===== src/rtl/tgpio_pkg.sv =====
package tgpio_pkg;
    localparam logic [2:0] ADR_CTRL = 3'd0;
    localparam logic [2:0] ADR_TGT  = 3'd1;
    localparam logic [2:0] ADR_IVL  = 3'd2;
    localparam logic [2:0] ADR_CAP  = 3'd3;
    localparam logic [2:0] ADR_SNAP = 3'd4;

    localparam int B_EN  = 0;
    localparam int B_OUT = 1;
    localparam int B_PER = 2;
    localparam int B_STS = 3;
    localparam int B_OVR = 4;

    typedef struct packed {
        logic ovr;
        logic sts;
        logic per;
        logic omode;
        logic en;
    } ctrl_view_t;
endpackage


===== src/rtl/tgpio_in_qual.sv =====
module tgpio_in_qual #(
    parameter int QUAL = 2
) (
    input  logic clk,
    input  logic rst_n,
    input  logic pin,
    output logic ev
);
    localparam int QW = $clog2(QUAL + 1);

    typedef struct packed {
        logic          s1;
        logic          s2;
        logic [QW-1:0] run;
    } qstate_t;

    qstate_t q_q, q_d;

    always_comb begin
        q_d    = q_q;
        q_d.s1 = pin;
        q_d.s2 = q_q.s1;
        ev     = q_q.s2 && (q_q.run == QW'(QUAL - 1));
        if (!q_q.s2) begin
            q_d.run = '0;
        end else if (q_q.run != QW'(QUAL)) begin
            q_d.run = q_q.run + QW'(1);
        end
    end

    always_ff @(posedge clk or negedge rst_n) begin
        if (!rst_n) q_q <= '0;
        else        q_q <= q_d;
    end
endmodule


===== src/rtl/tgpio_pulse.sv =====
module tgpio_pulse #(
    parameter int PW = 2
) (
    input  logic clk,
    input  logic rst_n,
    input  logic clr,
    input  logic start,
    output logic busy
);
    localparam int PCW = $clog2(PW + 1);

    logic [PCW-1:0] left_q, left_d;

    always_comb begin
        left_d = left_q;
        if (clr)                  left_d = '0;
        else if (start)           left_d = PCW'(PW);
        else if (left_q != '0)    left_d = left_q - PCW'(1);
        busy = (left_q != '0);
    end

    always_ff @(posedge clk or negedge rst_n) begin
        if (!rst_n) left_q <= '0;
        else        left_q <= left_d;
    end
endmodule


===== src/rtl/tgpio_stamp.sv =====
module tgpio_stamp
    import tgpio_pkg::*;
#(
    parameter int TW   = 32,
    parameter int CW   = 16,
    parameter int QUAL = 2,
    parameter int PW   = 2
) (
    input  logic          clk,
    input  logic          rst_n,
    input  logic [TW-1:0] timer,
    input  logic          reg_wr,
    input  logic          reg_rd,
    input  logic [2:0]    reg_addr,
    input  logic [TW-1:0] reg_wdata,
    output logic [TW-1:0] reg_rdata,
    input  logic          pin_in,
    output logic          pin_out,
    output logic          pin_oe
);
    typedef struct packed {
        logic          en;
        logic          omode;
        logic          per;
        logic          armed;
        logic [TW-1:0] target;
        logic [TW-1:0] ivl;
        logic [TW-1:0] cap;
        logic [CW-1:0] cnt;
        logic [CW-1:0] snap;
        logic          sts;
        logic          ovr;
    } state_t;

    state_t st_q, st_d;

    logic qual_ev, in_ev, match, ev, rd_cap, busy;
    ctrl_view_t cview;

    tgpio_in_qual #(.QUAL(QUAL)) u_qual (
        .clk   (clk),
        .rst_n (rst_n),
        .pin   (pin_in),
        .ev    (qual_ev)
    );

    tgpio_pulse #(.PW(PW)) u_pulse (
        .clk   (clk),
        .rst_n (rst_n),
        .clr   (!st_q.en),
        .start (match),
        .busy  (busy)
    );

    always_comb begin
        st_d   = st_q;
        in_ev  = qual_ev && st_q.en && !st_q.omode;
        match  = st_q.en && st_q.omode && st_q.armed && (timer == st_q.target);
        ev     = in_ev || match;
        rd_cap = reg_rd && (reg_addr == ADR_CAP);

        if (rd_cap) begin
            st_d.snap = st_q.cnt;
            st_d.sts  = 1'b0;
        end

        if (match) begin
            if (st_q.per && (st_q.ivl != '0)) st_d.target = st_q.target + st_q.ivl;
            else                               st_d.armed  = 1'b0;
        end

        if (reg_wr) begin
            case (reg_addr)
                ADR_CTRL: begin
                    st_d.en    = reg_wdata[B_EN];
                    st_d.omode = reg_wdata[B_OUT];
                    st_d.per   = reg_wdata[B_PER];
                    if (reg_wdata[B_OVR]) st_d.ovr = 1'b0;
                end
                ADR_TGT: begin
                    st_d.target = reg_wdata;
                    st_d.armed  = 1'b1;
                end
                ADR_IVL: st_d.ivl = reg_wdata;
                default: ;
            endcase
        end

        if (ev) begin
            st_d.cap = timer;
            st_d.cnt = st_q.cnt + CW'(1);
            st_d.sts = 1'b1;
            if (st_q.sts && !rd_cap) st_d.ovr = 1'b1;
        end

        if (!st_q.en) st_d.cnt = '0;
    end

    always_ff @(posedge clk or negedge rst_n) begin
        if (!rst_n) st_q <= '0;
        else        st_q <= st_d;
    end

    assign pin_oe  = st_q.en && st_q.omode;
    assign pin_out = busy && pin_oe;

    always_comb begin
        cview = '{ovr: st_q.ovr, sts: st_q.sts, per: st_q.per,
                  omode: st_q.omode, en: st_q.en};
        case (reg_addr)
            ADR_CTRL: reg_rdata = TW'(cview);
            ADR_TGT:  reg_rdata = st_q.target;
            ADR_IVL:  reg_rdata = st_q.ivl;
            ADR_CAP:  reg_rdata = st_q.cap;
            ADR_SNAP: reg_rdata = TW'(st_q.snap);
            default:  reg_rdata = '0;
        endcase
    end
endmodule


===== config.mk =====
export PLATFORM = sky130hd
export DESIGN_NAME = tgpio_stamp
export DESIGN_NICKNAME = d
export VERILOG_FILES = /design/src/rtl/tgpio_pkg.sv /design/src/rtl/tgpio_in_qual.sv /design/src/rtl/tgpio_pulse.sv /design/src/rtl/tgpio_stamp.sv
export SDC_FILE = /design/constraint.sdc
export NUM_CORES = 1
export LEC_CHECK = 0
export BUFFER_PORTS_ARGS = -buffer_cell sky130_fd_sc_hd__buf_2
export CORE_MARGIN = 2
export CORE_UTILIZATION = 50
export CTS_CLUSTER_DIAMETER = 40
export DETAILED_ROUTE_END_ITERATION = 10
export PLACE_DENSITY = 0.67
export SETUP_SLACK_MARGIN = 0.5
export SYNTH_ARGS = -nofsm -noshare
export SYNTH_HDL_FRONTEND = slang
export SYNTH_SLANG_ARGS = --single-unit
export TNS_END_PERCENT = 1

===== constraint.sdc =====
create_clock -name clk -period 2.95 [get_ports clk]
set_input_delay 0.59 -clock clk [delete_from_list [all_inputs] [get_ports clk]]
set_output_delay 0.59 -clock clk [all_outputs]
set_load 0.005 [all_outputs]

Word level (Yosys, flattened, before mapping)
Index checks and enable logic that the tools add are counted.
{"block": "totals", "output_inout_bits": 34, "in_bits": 72, "regBits": 140}
{"block": "classes", "n_reduce_logical": 19, "eq_ne": 10, "addsub": 4, "n_mux": 20}
{"cell": "case mux 32 bit (5 select lines)", "count": 1}
{"cell": "two-way mux 33 bit", "count": 2}
{"cell": "two-way mux 65 bit", "count": 1}
{"cell": "two-way mux 32 bit", "count": 2}
{"cell": "adder 32 bit", "count": 1}
{"cell": "== test 32 bit", "count": 1}
{"cell": "two-way mux 16 bit", "count": 2}
{"cell": "nonzero test 32 bit", "count": 1}
{"cell": "adder 16 x 1 -> 16 bit (second input constant)", "count": 1}
{"cell": "two-way mux 2 bit", "count": 6}
{"cell": "logical AND 1 bit", "count": 10}
{"cell": "== test 3 x 2 -> 1 bit (second input constant)", "count": 2}
{"cell": "two-way mux 1 bit", "count": 6}
{"cell": "!= test 2 bit (second input constant)", "count": 2}
{"cell": "AND reduction 2 bit", "count": 2}
{"cell": "nonzero test 2 bit", "count": 2}
{"cell": "== test 3 x 1 -> 1 bit (second input constant)", "count": 1}
{"cell": "== test 3 bit (second input constant)", "count": 1}
{"cell": "zero test 3 bit", "count": 1}
{"cell": "!= test 3 x 1 -> 1 bit (second input constant)", "count": 1}
{"cell": "adder 2 x 1 -> 2 bit (second input constant)", "count": 1}
{"cell": "== test 2 x 1 -> 1 bit (second input constant)", "count": 1}
{"cell": "zero test 1 bit", "count": 2}
{"cell": "!= test 2 x 1 -> 1 bit (second input constant)", "count": 1}
{"cell": "2 further kinds", "count": 2}

Longest topological paths before layout
{"block": "depth", "word_depth": 7, "mapped_depth": 12, "depth_no_buf": 12}

Hierarchy
A second synthesis with hierarchy kept.
{"block": "unflattened", "cells_unflattened": 871, "area_unflattened_um2": 8725.9}
{"module": "tgpio_stamp", "instances": 1, "area_each_um2": 8443.1, "seq_area_each_um2": 3353.2, "cells_each": 847}
{"module": "tgpio_in_qual", "instances": 1, "area_each_um2": 175.2, "seq_area_each_um2": 100.1, "cells_each": 14}
{"module": "tgpio_pulse", "instances": 1, "area_each_um2": 107.6, "seq_area_each_um2": 50.0, "cells_each": 10}

Least setup slack after synthesis
Ideal clock, no wire load.
{"block": "synth_path", "path_kind": "reg2reg", "startpoint": "register st_q[66] in the netlist's numbering", "endpoint": "register st_q[128] in the netlist's numbering", "period_less_slack_ps": 2649, "slack_ps": 301, "arrival_time_ps": 2567, "setup_ps": 83, "stages_incl_launch_ff": 12, "cell_sequence": "dfrtp_1 ha_1 fa_1 a211o_1 o2111ai_1 a21oi_1 o21ai_1 o21ai_1 a311oi_1 xnor2_1 mux2i_1 o21ai_0"}
{"element": "start: declaration", "line": "tgpio_stamp.sv:35", "source": "state_t st_q, st_d;"}
{"element": "start signal: assignment", "line": "tgpio_stamp.sv:101", "source": "else st_q <= st_d;"}

==> impl_metrics.env <==
export IMPL_status="completed"
export IMPL_start_kind="register"
export IMPL_hp_class="in -> async"
export IMPL_syn_area_um2=8720
export IMPL_synth_seq_area_share=0.402
export IMPL_syn_avg_cell_area_um2=10.1
export IMPL_crit_arrival_ps=2920
export IMPL_power_density_nw_per_um2=729
export IMPL_ys_top_cells_by_count="dfrtp_1, mux2_2, nand2_1, o21ai_0, a21oi_1"
export IMPL_ir_worst_vdd_v=0.000467
export IMPL_period_minus_slack_ps=2610
export IMPL_via_per_inst=5.88
export IMPL_cts_tree="built"
export IMPL_htree_levels=4
export IMPL_overflow=0
export IMPL_die_w_um=136
export IMPL_rrSetupSlack_ps=340
export IMPL_drc=0
export IMPL_wire_per_inst_um=20.7
export IMPL_worst_pin_slew_ps=565
export IMPL_setup_worst_path_end_class="register"
export IMPL_clock_tree_root_cell="clkbuf_16"
export IMPL_clkTransAtPathRegs_ps=70
export IMPL_total_power_w=0.00776
export IMPL_fin_setup_tns_ps=0
export IMPL_multiInputGateArea_um2=5250
export IMPL_portBuffers=105
export IMPL_gp_congestion=0.922
export IMPL_io_pin_count=106
export IMPL_synth_edf_count=0
export IMPL_seq_area_um2=3510
export IMPL_die_height_um=136
export IMPL_cts_buffer_depth=2
export IMPL_core_area_um2=17200
export IMPL_fin_skew_ps=8.31
export IMPL_clk_latency_ps=430
export IMPL_fin_util=0.620
export IMPL_cp_required_ps=3260
export IMPL_synth_seq_cells=140
export IMPL_rows=48
export IMPL_drive_gt1_frac=0.344
export IMPL_path_class="reg -> reg"
export IMPL_ys_warnings_count=0
export IMPL_clock_sink_count=140
export IMPL_cp_max_fo=6
export IMPL_cts_buffers=17
export IMPL_start_util=0.508
export IMPL_fp_dieArea_um2=18500
export IMPL_syn_inst=861
export IMPL_rsz0062_at_grt="true"
export IMPL_grt_usage=0.281
export IMPL_crit_slowest_cell="dfrtp_2"
export IMPL_grt_pass1_wl_um=39400
export IMPL_synth_nets=969
export IMPL_detail_route_antenna_nets=0
export IMPL_whs_ps=138
export IMPL_firstDrtPassIters=5
export IMPL_finalSetupViolCount=0
export IMPL_cellLeakagePower_nw=4.75
export IMPL_grt_pass1_vias=7243
export IMPL_dpl_hpwl_um=18000
export IMPL_grt_max_degree=61
export IMPL_yosys_most_used_dff="dfrtp_1"
export IMPL_nets=1093
export IMPL_synthArstFlopShare=1.00
export IMPL_n_antenna_cell=0
export IMPL_yosysTopAreaCell="dfrtp_1"
export IMPL_area_growth_pct=22.0
export IMPL_finalHoldViolations=0
export IMPL_cts_hold_buffers=0
export IMPL_num_vias=7184
export IMPL_crit_chain="buf_4 > ha_4 > and3_1 > nand2_1 > o21ai_0 > a31oi_1 > o31a_1 > o41ai_2 > mux2_4 > nand3_2 > xnor2_1 > o21ai_1"
export IMPL_drv_slew=0
export IMPL_place_area_um2=9670
export IMPL_maxCapViolations=0
export IMPL_antenna_found_initial=0
export IMPL_stdcell_area_um2=10600
export IMPL_timing_final_crit_share=0.885
export IMPL_yosys_area_top_type_share=0.402
export IMPL_wl_um=25300
export IMPL_fmax_mhz=383
export IMPL_drtIter0Drc=572
export IMPL_synth_distinct_cells=56
export IMPL_yosysMostFrequentCell="dfrtp_1"
export IMPL_synth_area_leaders="dfrtp_1, mux2_2, ha_1, mux2i_1, xor2_1"
export IMPL_fillCellCount=1474
export IMPL_slowest_delay_ps=420
export IMPL_relSlewSlack=0.618
worst paths after layout:
check / depth (start not counted) / to / startpoint
worst max-delay path: 12 / st_q[129] / st_q[116]
worst min-delay path: 1 / st_q[89] / rst_n
worst max register to register: 12 / st_q[129] / st_q[116]
worst min register to register: 0 / u_qual.q_q[2] / u_qual.q_d[2]
max in group asynchronous: 2 / u_qual.q_q[2] / rst_n
min in group clk: 1 / u_qual.q_d[2] / pin_in
sequential cells by signal (all words and copies together) (netlist names):
register and count:
cview 5, st_q 129, u_pulse.left_q 2, u_qual.q_q 3, u_qual.q_d 1
per-stage QoR:
step / setup WS (ps) / instances
2_1_floorplan: 471 / 861
3_3_place_gp: -113 / 1175
3_5_place_dp: -162 / 1175
4_1_cts: 367 / 1213
5_1_grt: 279 / 1222
6_report: 339 / 1222
area by class of cell:
type	instances	area share
inverter	12	0.00423
multi-input combinational	662	0.493
sequential	140	0.330
clock buffer	18	0.0413
tap	225	0.0265
timing repair buffer	152	0.0915
clock inverter	13	0.0133
power breakdown:
group / switching (W) / internal, W
registers: 0.000430 / 0.00235
logic: 0.00143 / 0.00141
clock network: 0.000879 / 0.00127
metal layers:
metal / vias to the layer above / wire [µm] / track usage
li1: 3361 / - / -
met1: 3580 / 11300 / 0.373
met2: 198 / 12100 / 0.454
met3: 45 / 1290 / 0.0600
met4: 0 / 662 / 0.0966
met5: - / 0 / 0
worst max-delay path: cells and delay by family, from the launching register on:
kind / cells / cell delay [ps]
muxes: 1 / 340
and+or+nand+nor: 3 / 350
DFF: 1 / 420
buffers and inverters: 1 / 150
AOI/OAI and AO/OA: 5 / 830
xor gates and xnor gates: 1 / 110
adders and majority gates: 1 / 290
layout by cell type (no fill, tap or decap), types with 6 or more instances in the layout:
cell type / instances
a21o_1: 12
a21oi_1: 39
a21oi_2: 6
a22oi_1: 27
a31oi_1: 8
and2_1: 20
and3_1: 6
buf_12: 6
buf_2: 103
buf_4: 39
clkbuf_16: 17
dfrtp_1: 133
dfrtp_2: 7
ha_1: 21
ha_4: 10
inv_1: 12
mux2_2: 109
mux2i_1: 38
nand2_1: 69
nand3_1: 18
nand3b_1: 6
nand4_1: 11
nor2_1: 43
nor2b_1: 8
nor4_1: 13
o21ai_0: 51
xnor2_1: 35
xor2_1: 38
cells by family (layout without fill, tap and decap cells):
logic type	count (synthesis)	in the layout	synth area share
mux	148	148	0.186
buf+inv	59	195	0.0287
xor+xnor	73	73	0.0733
simple gates	222	222	0.129
compound gates	183	183	0.129
fa+ha+maj	36	36	0.0525
flops	140	140	0.402
repair_timing:
| action | in CTS | in global routing |
|---|---|---|
| pin swaps | 12 | 10 |
| setup endpoints to repair | 104 | 92 |
| resized for setup | 33 | 18 |
| buffers inserted | 7 | 9 |
No activity file was read; power rests on OpenSTA's default activity.
